**config.mk**
```make
export PLATFORM = sky130hd
export DESIGN_NAME = usb_in_ep_ctl
export DESIGN_NICKNAME = d
export VERILOG_FILES = /design/src/rtl/usb_inep_pkg.sv /design/src/rtl/usb_inep_bufcnt.sv /design/src/rtl/usb_inep_tokresp.sv /design/src/rtl/usb_inep_csr.sv /design/src/rtl/usb_in_ep_ctl.sv
export SDC_FILE = /design/constraint.sdc
export NUM_CORES = 1
export LEC_CHECK = 0
export BUFFER_PORTS_ARGS = -buffer_cell sky130_fd_sc_hd__buf_4
export CORE_MARGIN = 4
export CORE_UTILIZATION = 47
export DETAILED_ROUTE_END_ITERATION = 10
export PLACE_DENSITY = 0.77
export SLEW_MARGIN = 20
export SYNTH_ARGS = -nofsm -noshare
export SYNTH_HDL_FRONTEND = slang
export SYNTH_SLANG_ARGS = --single-unit
```
**constraint.sdc**
```tcl
create_clock -name clk -period 3.84 [get_ports clk]
set_input_delay 0.576 -clock clk [delete_from_list [all_inputs] [get_ports clk]]
set_output_delay 0.576 -clock clk [all_outputs]
set_load 0.005 [all_outputs]
```
**src/rtl/usb_inep_pkg.sv**
```systemverilog
package usb_inep_pkg;
  typedef enum logic [1:0] {
    RSP_NONE  = 2'd0,
    RSP_DATA  = 2'd1,
    RSP_STALL = 2'd2,
    RSP_EMPTY = 2'd3
  } rsp_e;

  // register bit positions (software decodes these)
  localparam int B_PKTRDY   = 0;
  localparam int B_NEMPTY   = 1;
  localparam int B_UNDER    = 2;
  localparam int B_FLUSH    = 3;
  localparam int B_STALLREQ = 4;
  localparam int B_STALLED  = 5;
  localparam int B_TOGCLR   = 6;
  localparam int B_INCOMP   = 7;

  // hardware-set / software-clear flag: set wins over clear
  function automatic logic sticky_next(logic cur, logic hw_set, logic sw_wr, logic sw_bit);
    if (hw_set) return 1'b1;
    if (sw_wr && !sw_bit) return 1'b0;
    return cur;
  endfunction
endpackage

```
**src/rtl/usb_inep_bufcnt.sv**
```systemverilog
module usb_inep_bufcnt #(
  parameter int MAX_PKTS = 2,
  localparam int CNT_W = $clog2(MAX_PKTS + 1)
) (
  input  logic             clk,
  input  logic             rst_n,
  input  logic             cfg_dbl,
  input  logic             load_req,
  input  logic             flush_req,
  input  logic             abort_req,
  input  logic             done_evt,
  input  logic             stall_evt,
  output logic [CNT_W-1:0] cnt,
  output logic             pkt_rdy,
  output logic             ptr_rst
);
  localparam logic [CNT_W-1:0] MAX_C = CNT_W'(MAX_PKTS);
  localparam logic [CNT_W-1:0] ONE_C = CNT_W'(1);

  function automatic logic [CNT_W-1:0] dec_sat(logic [CNT_W-1:0] v, logic en);
    return (en && v != '0) ? v - ONE_C : v;
  endfunction

  logic [CNT_W-1:0] cnt_q, cnt_d, lim, after_tx, after_fl;
  logic             rdy_q, rdy_d, load_ok, ptr_q;

  always_comb begin
    lim      = cfg_dbl ? MAX_C : ONE_C;
    after_tx = dec_sat(cnt_q, done_evt);
    after_fl = dec_sat(after_tx, flush_req && !abort_req);
    load_ok  = load_req && (after_fl < lim);
    cnt_d    = stall_evt ? '0 : (load_ok ? after_fl + ONE_C : after_fl);
    if (stall_evt || flush_req) rdy_d = 1'b0;
    else if (load_ok)           rdy_d = ((after_fl + ONE_C) == lim);
    else if (done_evt)          rdy_d = 1'b0;
    else                        rdy_d = rdy_q;
  end

  always_ff @(posedge clk or negedge rst_n) begin
    if (!rst_n) begin
      cnt_q <= '0;
      rdy_q <= 1'b0;
      ptr_q <= 1'b0;
    end else begin
      cnt_q <= cnt_d;
      rdy_q <= rdy_d;
      ptr_q <= stall_evt || flush_req;
    end
  end

  assign cnt     = cnt_q;
  assign pkt_rdy = rdy_q;
  assign ptr_rst = ptr_q;

  AST_CNT_LIMIT: assert property (@(posedge clk) disable iff (!rst_n)
    cnt_q <= MAX_C);
  AST_STALL_FLUSH: assert property (@(posedge clk) disable iff (!rst_n)
    stall_evt |=> (cnt_q == '0) && !rdy_q && ptr_q);
  AST_DONE_CLEARS: assert property (@(posedge clk) disable iff (!rst_n)
    (done_evt && !load_req) |=> !rdy_q);
  AST_FLUSH_PTR: assert property (@(posedge clk) disable iff (!rst_n)
    flush_req |=> ptr_q && !rdy_q);
endmodule

```
**src/rtl/usb_inep_tokresp.sv**
```systemverilog
module usb_inep_tokresp
  import usb_inep_pkg::*;
#(
  parameter int PART_W = 2
) (
  input  logic              clk,
  input  logic              rst_n,
  input  logic              in_tok,
  input  logic              sof_evt,
  input  logic              cfg_iso,
  input  logic [PART_W-1:0] cfg_parts,
  input  logic              stall_req,
  input  logic              have_pkt,
  output logic              hb_mode,
  output logic              stall_evt,
  output logic              data_evt,
  output logic              under_evt,
  output logic              incomp_set,
  output logic              rsp_vld,
  output logic [1:0]        rsp_code
);
  localparam logic [PART_W-1:0] P_ONE = PART_W'(1);

  function automatic logic [PART_W-1:0] part_next(logic [PART_W-1:0] p, logic [PART_W-1:0] n);
    return ((p + P_ONE) == n) ? '0 : p + P_ONE;
  endfunction

  logic [PART_W-1:0] part_q;
  rsp_e              rsp_d;
  logic              vld_q;
  logic [1:0]        code_q;

  always_comb begin
    hb_mode    = cfg_iso && (cfg_parts > P_ONE);
    stall_evt  = in_tok && !cfg_iso && stall_req;
    data_evt   = in_tok && !stall_evt && have_pkt;
    under_evt  = in_tok && !stall_evt && !have_pkt;
    incomp_set = sof_evt && hb_mode && (part_q != '0);
    if (stall_evt)     rsp_d = RSP_STALL;
    else if (data_evt) rsp_d = RSP_DATA;
    else if (in_tok)   rsp_d = RSP_EMPTY;
    else               rsp_d = RSP_NONE;
  end

  always_ff @(posedge clk or negedge rst_n) begin
    if (!rst_n) begin
      part_q <= '0;
      vld_q  <= 1'b0;
      code_q <= 2'd0;
    end else begin
      vld_q  <= in_tok;
      code_q <= rsp_d;
      if (sof_evt)                  part_q <= '0;
      else if (data_evt && hb_mode) part_q <= part_next(part_q, cfg_parts);
    end
  end

  assign rsp_vld  = vld_q;
  assign rsp_code = code_q;

  AST_ISO_NO_STALL: assert property (@(posedge clk) disable iff (!rst_n)
    (in_tok && cfg_iso) |=> (code_q != RSP_STALL));
  AST_RSP_FOLLOWS_TOK: assert property (@(posedge clk) disable iff (!rst_n)
    in_tok |=> vld_q);
  AST_EMPTY_CODE: assert property (@(posedge clk) disable iff (!rst_n)
    (in_tok && !have_pkt && !(stall_req && !cfg_iso)) |=> (code_q == RSP_EMPTY));
  AST_PART_RANGE: assert property (@(posedge clk) disable iff (!rst_n)
    hb_mode |-> (part_q < cfg_parts));
endmodule

```
**src/rtl/usb_inep_csr.sv**
```systemverilog
module usb_inep_csr
  import usb_inep_pkg::*;
(
  input  logic       clk,
  input  logic       rst_n,
  input  logic       wr,
  input  logic [7:0] wdata,
  input  logic       stall_evt,
  input  logic       under_evt,
  input  logic       incomp_set,
  input  logic       done_evt,
  input  logic       flush_req,
  input  logic       cfg_iso,
  input  logic       hb_mode,
  input  logic       irq_en,
  input  logic       cnt_nz,
  input  logic       pkt_rdy,
  output logic       stall_req,
  output logic       data_tog,
  output logic       irq,
  output logic [7:0] rdata
);
  logic sreq_q, sent_q, under_q, inc_q, tog_q, irq_q;
  logic unused_wbits;
  assign unused_wbits = ^{wdata[B_NEMPTY], wdata[B_PKTRDY], wdata[B_FLUSH]};

  always_ff @(posedge clk or negedge rst_n) begin
    if (!rst_n) begin
      sreq_q  <= 1'b0;
      sent_q  <= 1'b0;
      under_q <= 1'b0;
      inc_q   <= 1'b0;
      tog_q   <= 1'b0;
      irq_q   <= 1'b0;
    end else begin
      if (wr) sreq_q <= wdata[B_STALLREQ];
      sent_q  <= sticky_next(sent_q,  stall_evt,  wr, wdata[B_STALLED]);
      under_q <= sticky_next(under_q, under_evt,  wr, wdata[B_UNDER]);
      inc_q   <= sticky_next(inc_q,   incomp_set, wr, wdata[B_INCOMP]);
      if (wr && wdata[B_TOGCLR])   tog_q <= 1'b0;
      else if (done_evt && !cfg_iso) tog_q <= ~tog_q;
      irq_q <= irq_en && (done_evt || flush_req);
    end
  end

  always_comb begin
    rdata             = '0;
    rdata[B_INCOMP]   = inc_q && hb_mode;
    rdata[B_STALLED]  = sent_q;
    rdata[B_STALLREQ] = sreq_q;
    rdata[B_UNDER]    = under_q;
    rdata[B_NEMPTY]   = cnt_nz;
    rdata[B_PKTRDY]   = pkt_rdy;
  end

  assign stall_req = sreq_q;
  assign data_tog  = tog_q;
  assign irq       = irq_q;

  AST_TOG_CLR: assert property (@(posedge clk) disable iff (!rst_n)
    (wr && wdata[B_TOGCLR]) |=> !tog_q);
  AST_UNDER_SET: assert property (@(posedge clk) disable iff (!rst_n)
    under_evt |=> under_q);
  AST_SENT_HOLD: assert property (@(posedge clk) disable iff (!rst_n)
    (sent_q && !(wr && !wdata[B_STALLED])) |=> sent_q);
  AST_IRQ_OFF: assert property (@(posedge clk) disable iff (!rst_n)
    !irq_en |=> !irq_q);
endmodule

```
**src/rtl/usb_in_ep_ctl.sv**
```systemverilog
module usb_in_ep_ctl
  import usb_inep_pkg::*;
#(
  parameter int MAX_PKTS = 2,
  parameter int PART_W   = 2,
  localparam int CNT_W   = $clog2(MAX_PKTS + 1)
) (
  input  logic              clk,
  input  logic              rst_n,
  input  logic              cpu_wr,
  input  logic [7:0]        cpu_wdata,
  output logic [7:0]        cpu_rdata,
  input  logic              cfg_iso,
  input  logic [PART_W-1:0] cfg_parts,
  input  logic              cfg_dbl,
  input  logic              cfg_irq_en,
  input  logic              in_tok,
  input  logic              tx_done,
  input  logic              sof_evt,
  output logic              rsp_vld,
  output logic [1:0]        rsp_code,
  output logic              data_tog,
  output logic              fifo_ptr_rst,
  output logic              irq
);
  // named internal events
  logic load_req, flush_req, abort_req;
  logic stall_req, stall_evt, data_evt, under_evt, incomp_set, hb_mode;
  logic pkt_rdy, cnt_nz;
  logic [CNT_W-1:0] cnt;

  assign flush_req = cpu_wr && cpu_wdata[B_FLUSH];
  assign abort_req = flush_req && cpu_wdata[B_PKTRDY];
  assign load_req  = cpu_wr && cpu_wdata[B_PKTRDY] && !cpu_wdata[B_FLUSH];
  assign cnt_nz    = (cnt != '0);

  usb_inep_tokresp #(.PART_W(PART_W)) u_tok (
    .clk(clk), .rst_n(rst_n), .in_tok(in_tok), .sof_evt(sof_evt),
    .cfg_iso(cfg_iso), .cfg_parts(cfg_parts), .stall_req(stall_req),
    .have_pkt(cnt_nz), .hb_mode(hb_mode), .stall_evt(stall_evt),
    .data_evt(data_evt), .under_evt(under_evt), .incomp_set(incomp_set),
    .rsp_vld(rsp_vld), .rsp_code(rsp_code)
  );

  usb_inep_bufcnt #(.MAX_PKTS(MAX_PKTS)) u_buf (
    .clk(clk), .rst_n(rst_n), .cfg_dbl(cfg_dbl), .load_req(load_req),
    .flush_req(flush_req), .abort_req(abort_req), .done_evt(tx_done),
    .stall_evt(stall_evt), .cnt(cnt), .pkt_rdy(pkt_rdy), .ptr_rst(fifo_ptr_rst)
  );

  usb_inep_csr u_csr (
    .clk(clk), .rst_n(rst_n), .wr(cpu_wr), .wdata(cpu_wdata),
    .stall_evt(stall_evt), .under_evt(under_evt), .incomp_set(incomp_set),
    .done_evt(tx_done), .flush_req(flush_req), .cfg_iso(cfg_iso),
    .hb_mode(hb_mode), .irq_en(cfg_irq_en), .cnt_nz(cnt_nz), .pkt_rdy(pkt_rdy),
    .stall_req(stall_req), .data_tog(data_tog), .irq(irq), .rdata(cpu_rdata)
  );

  AST_NE_MATCHES: assert property (@(posedge clk) disable iff (!rst_n)
    pkt_rdy |-> cpu_rdata[B_NEMPTY]);
  AST_DATA_NEEDS_PKT: assert property (@(posedge clk) disable iff (!rst_n)
    data_evt |-> cnt_nz);
endmodule

```
After elaboration in Yosys (flattened, before gate mapping)
Cells that the tools add are included.

$add $sub $neg: 4. Multipliers: 0. Divide/modulo/power cells: 0. $lt $le $gt $ge: 2. Equality and inequality tests: 2. Shift-type cells: 0. Multiplexer cells: 37. Bitwise gates (word level): 1. Reduce and logical (&&, ||, !) cells: 43.

Operator list (number): 2-to-1 mux 1 bit (26); logical AND 1 bit (24); 2-to-1 mux 2 bit (11); nonzero test 2 bit (8); logical NOT 1 bit (8); adder 2 x 1 -> 2 bit (second input constant) (2); == test 2 bit (2); subtractor 2 x 1 -> 2 bit (second input constant) (2); nonzero test 3 bit (1); greater-than comparator 2 x 1 -> 1 bit (second input constant) (1); logical OR 1 bit (2); less-than comparator 2 bit (1); NOT 1 bit (1).

Bits in registers: 15. Latch bits: 0. Bits in writable memories: 0. Memory bits (read-only): 0. Input port bits: 19. Output and inout port bits: 14. Memories: 0.

Longest topological paths before layout
Depth in word-level cells: 10. Depth in mapped cells: 14. Mapped depth without buffers: 14.

Cells and area by module
A second synthesis with hierarchy kept.

Cells, all modules: 87. Area total of the unflattened synthesis: 934.6 µm².

Modules (own cells, without submodules): usb_inep_bufcnt (times used 1, cells each 32, area an instance 345.3 µm², seq. area each 100.1 µm²); usb_inep_csr (times used 1, cells each 26, area an instance 300.3 µm², seq. area each 150.1 µm²); usb_inep_tokresp (times used 1, cells each 25, area an instance 259.0 µm², seq. area each 125.1 µm²); usb_in_ep_ctl (times used 1, cells each 4, area an instance 30.0 µm², seq. area each 0.0 µm²).

Worst setup path after synthesis
No wires, ideal clock.

Path kind: register to register. Start point: register u_buf.cnt_q[0], in the netlist u_buf.cnt[0]. End point: register u_buf.rdy_q, in the netlist u_buf.pkt_rdy. Library setup time: 0.076 ns. Data arrival time: 2.725 ns. Slack: 1.039 ns. Cell stages (with the launch flop): 14. Buffers on the path: 0. Cells stage by stage: dfrtp_1 > inv_1 > ha_1 > or2b_1 > a21oi_1 > ha_1 > and4bb_4 > a211oi_1 > a21oi_1 > ha_1 > inv_1 > o2111ai_1 > or3_1 > o21ai_1.

Word-level cells in the longest chain between the ends: 10. Elaborated cells between the ends (all ways): 15. Those cells by class: 3 x add/sub; 1 x order compare; 1 x eq/ne; 4 x mux; 6 x reduce/logical.

RTL lines: start, declared (RTL line usb_inep_bufcnt.sv:24) `logic [CNT_W-1:0] cnt_q, cnt_d, lim, after_tx, after_fl;`; start signal, assigned (RTL line usb_inep_bufcnt.sv:45) `cnt_q <= cnt_d;`; branches (longest 2 deep; another with subtractor 2 x 1 -> 2 bit); 2-to-1 mux 2 bit * (RTL line usb_inep_bufcnt.sv:21) `return (en && v != '0) ? v - ONE_C : v;`; branches (longest 2 deep; another with subtractor 2 x 1 -> 2 bit); 2-to-1 mux 2 bit * (RTL line usb_inep_bufcnt.sv:21); adder 2 x 1 -> 2 bit / less-than comparator 2 bit (equally long branches) (RTL line usb_inep_bufcnt.sv:34, usb_inep_bufcnt.sv:31); == test 2 bit / logical AND 1 bit (equally long branches) (RTL line usb_inep_bufcnt.sv:34, usb_inep_bufcnt.sv:31); 2-to-1 mux 1 bit (RTL line usb_inep_bufcnt.sv:34) `else if (load_ok) rdy_d = ((after_fl + ONE_C) == lim);`; 2-to-1 mux 1 bit (RTL line usb_inep_bufcnt.sv:33) `if (stall_evt || flush_req) rdy_d = 1'b0;`; end signal, assigned (RTL line usb_inep_bufcnt.sv:46) `rdy_q <= rdy_d;`; end, declared (RTL line usb_inep_bufcnt.sv:25) `logic rdy_q, rdy_d, load_ok, ptr_q;`.

Mark *: on every way between the ends. A chain may end at the register's enable or synchronous reset.

Worst setup path in the final report
Ends and elaborated chain as after synthesis.

==> results_dict.tcl <==
set metrics [dict create \
    gp_congestion 0.754 \
    setup_violations 0 \
    power_density_nw_per_um2 543 \
    die_w_um 51.6 \
    syn_area_per_cell_um2 9.71 \
    yosysWarnings 0 \
    leakagePower_nw 0.563 \
    chipHeight_um 51.6 \
    syn_area_um2 893 \
    hold_violations 0 \
    use_met2_pct 27.3 \
    grt_pass1_vias 724 \
    synth.distinct_cells 29 \
    synth_edf_count 0 \
    wirelength_um 1810 \
    grt_pass1_wl_um 3020 \
    arrival_ns 3.37 \
    yosys.area.top_type "dfrtp_1" \
    post-dp-hpwl_um 1500 \
    ys_ff_latch 15 \
    crit_path_end_kind "flip-flop" \
    viasPerCell 5.13 \
    cts_buffer_depth 2 \
    max_stage_delay_ns 0.41 \
    cts_root_buf "clkbuf_4" \
    std_cell_rows 15 \
    use_met3_pct 5.73 \
    fin_ws_ns 0.692 \
    first_pass_iters 4 \
    cts_made_buffers 3 \
    die_area_um2 2660 \
    initial_core_util_pct 50.6 \
    drv_slew 0 \
    ys_seq_area_share_pct 42.0 \
    period_minus_slack_ns 3.15 \
    tns_ns 0 \
    diodes 0 \
    status "finished clean" \
    final_area_um2 1120 \
    path_cells "inv_1 > ha_1 > nor3b_1 > a21oi_1 > ha_1 > and4bb_4 > a211oi_1 > a21oi_1 > ha_1 > inv_1 > o2111ai_1 > or3_1 > o21ai_1" \
    synth_top_area_share_pct 42.0 \
    cts_hold_buf 0 \
    crit_required_ns 4.06 \
    worstSetupStartpointType "flip-flop" \
    met1_usage_pct 16.3 \
    grt_max_degree 16 \
    hold-worst-slack_ns 0.118 \
    place_ws_ns 0.714 \
    path_class "reg -> reg" \
    routed-via-count 739 \
    antenna_left 0 \
    cts-resized-gates 0 \
    vdd_drop_max_v 0.000365 \
    rsz0062_at_grt "false" \
    h-tree-depth 1 \
    core_um2 1760 \
    yosys.cell_count.top_type "dfrtp_1" \
    synthTopCellsByCount "15 x dfrtp_1, 10 x inv_1, 8 x nand2_1" \
    gr-total-overflow 0 \
    cp_slowest_cell "or3_1" \
    worstSkewPairLatency_ns 0.29 \
    clk_pin_slew_worst_paths_ns 0.09 \
    syn2layout_area_growth_pct 25.5 \
    cts_tree "yes" \
    min_period_over_period_pct 82.0 \
    dpl-instance-area_um2 1090 \
    synthCells 92 \
    worstPathMaxFanout 5 \
    async_reset_ff_share_pct 100 \
    antenna_found_initial 0 \
    fmax_mhz 318 \
    grt.total_usage_pct 15.4 \
    drt_iter0_markers 8 \
    clock_sinks 15 \
    cp_common_cell "ha_1" \
    grt_busiest_layer "met2" \
    drc 0 \
    cts_setup_buffers 0 \
    ios 33 \
    numPortBuffers 29 \
    drv_cap 0 \
    synth.area.top_cells "dfrtp_1 42%, ha_1 7.0%, xnor2_1 6.9%, buf_4 5.9%, inv_1 4.2%" \
    skew_ns 0.00647 \
    wire_per_inst_um 12.6 \
    drive_gt1_share_pct 31.9 \
    fin_nets 144 \
    hold_path_class "in -> async" \
    yosys_most_used_dff "dfrtp_1" \
]
==> layout make-up <==
cell class                 count  area [um2]
tap                           25        31.3
fill                         169         643
timing repair buffer          29         218
multi-input combinational     61         432
sequential                    15         375
clock inverter                 1        5.00
clock buffer                   3        22.5
inverter                      10        37.5
==> critical path, delay by kind of cell, from the launching register on <==
| kind | cells | cell delay (ns) |
|---|---|---|
| and+or+nand+nor | 3 | 1.08 |
| AOI/OAI and AO/OA | 5 | 0.77 |
| adders and majority gates | 3 | 0.74 |
| buffers and inverters | 2 | 0.12 |
| DFF | 1 | 0.39 |
==> logic make-up after synthesis <==
logic type      share of synthesized area, %
buf+inv                                 10.1
mux                                     1.26
simple gates                            18.5
compound gates                          10.4
fa+ha+maj                               7.00
flops                                   42.0
xor+xnor                                10.4
other cells                            0.420
==> per-stage QoR <==
stage               power, W  utilization (%)  std cells
floorplan           0.000449                -         93
global placement    0.000513             62.0        140
detailed placement  0.000527             62.0        140
CTS                 0.000618             63.5        144
global route        0.000672             63.5        144
finish              0.000609             63.5        144
==> power by group <==
part	total [W]	internal [W]	switching, W
Clock	0.0000880	0.0000388	0.0000493
Combinational	0.000315	0.000164	0.000151
Sequential	0.000206	0.000188	0.0000177
==> cells in the final DEF, fill, tap and decap left out, drive strengths merged, types with 2 or more instances in the layout <==
master	count
conb	2
ha	5
clkbuf	3
a21oi	7
nor2	6
a211oi	2
nand4	2
o21ai	5
buf	29
dfrtp	15
nor2b	4
xnor2	7
inv	10
nand2	8
==> path summary, 6_finish.rpt <==
| kind | depth (start not counted) | start | slack, ns | end |
|---|---|---|---|---|
| max | 13 | u_buf.cnt[0] | 0.69 | u_buf.pkt_rdy |
| min | 1 | rst_n | 0.12 | u_buf.pkt_rdy |
| max reg2reg | 13 | u_buf.cnt[0] | 0.69 | u_buf.pkt_rdy |
| min reg2reg | 2 | u_csr.inc_q | 0.51 | u_csr.inc_q |
| max in group asynchronous | 1 | rst_n | 3.55 | u_csr.stall_req |
| min in group clk | 1 | in_tok | 0.43 | u_tok.rsp_vld |
==> registers in the layout, indices dropped and copies added, names as in the netlist <==
signal	flops
u_csr.irq	1
u_tok.part_q	2
u_buf.cnt	2
u_buf.pkt_rdy	1
u_tok.rsp_code	2
u_tok.rsp_vld	1
u_csr.inc_q	1
u_csr.sent_q	1
u_csr.data_tog	1
u_buf.ptr_rst	1
u_csr.under_q	1
u_csr.stall_req	1
==> per-layer routing <==
| layer | share of wire (%) | wire length (um) |
|---|---|---|
| met5 | 0 | 0 |
| met3 | 8.9 | 161 |
| met1 | 39 | 707 |
| met4 | 1.6 | 29 |
| met2 | 50 | 915 |
Power figures use the tool's default switching activity.
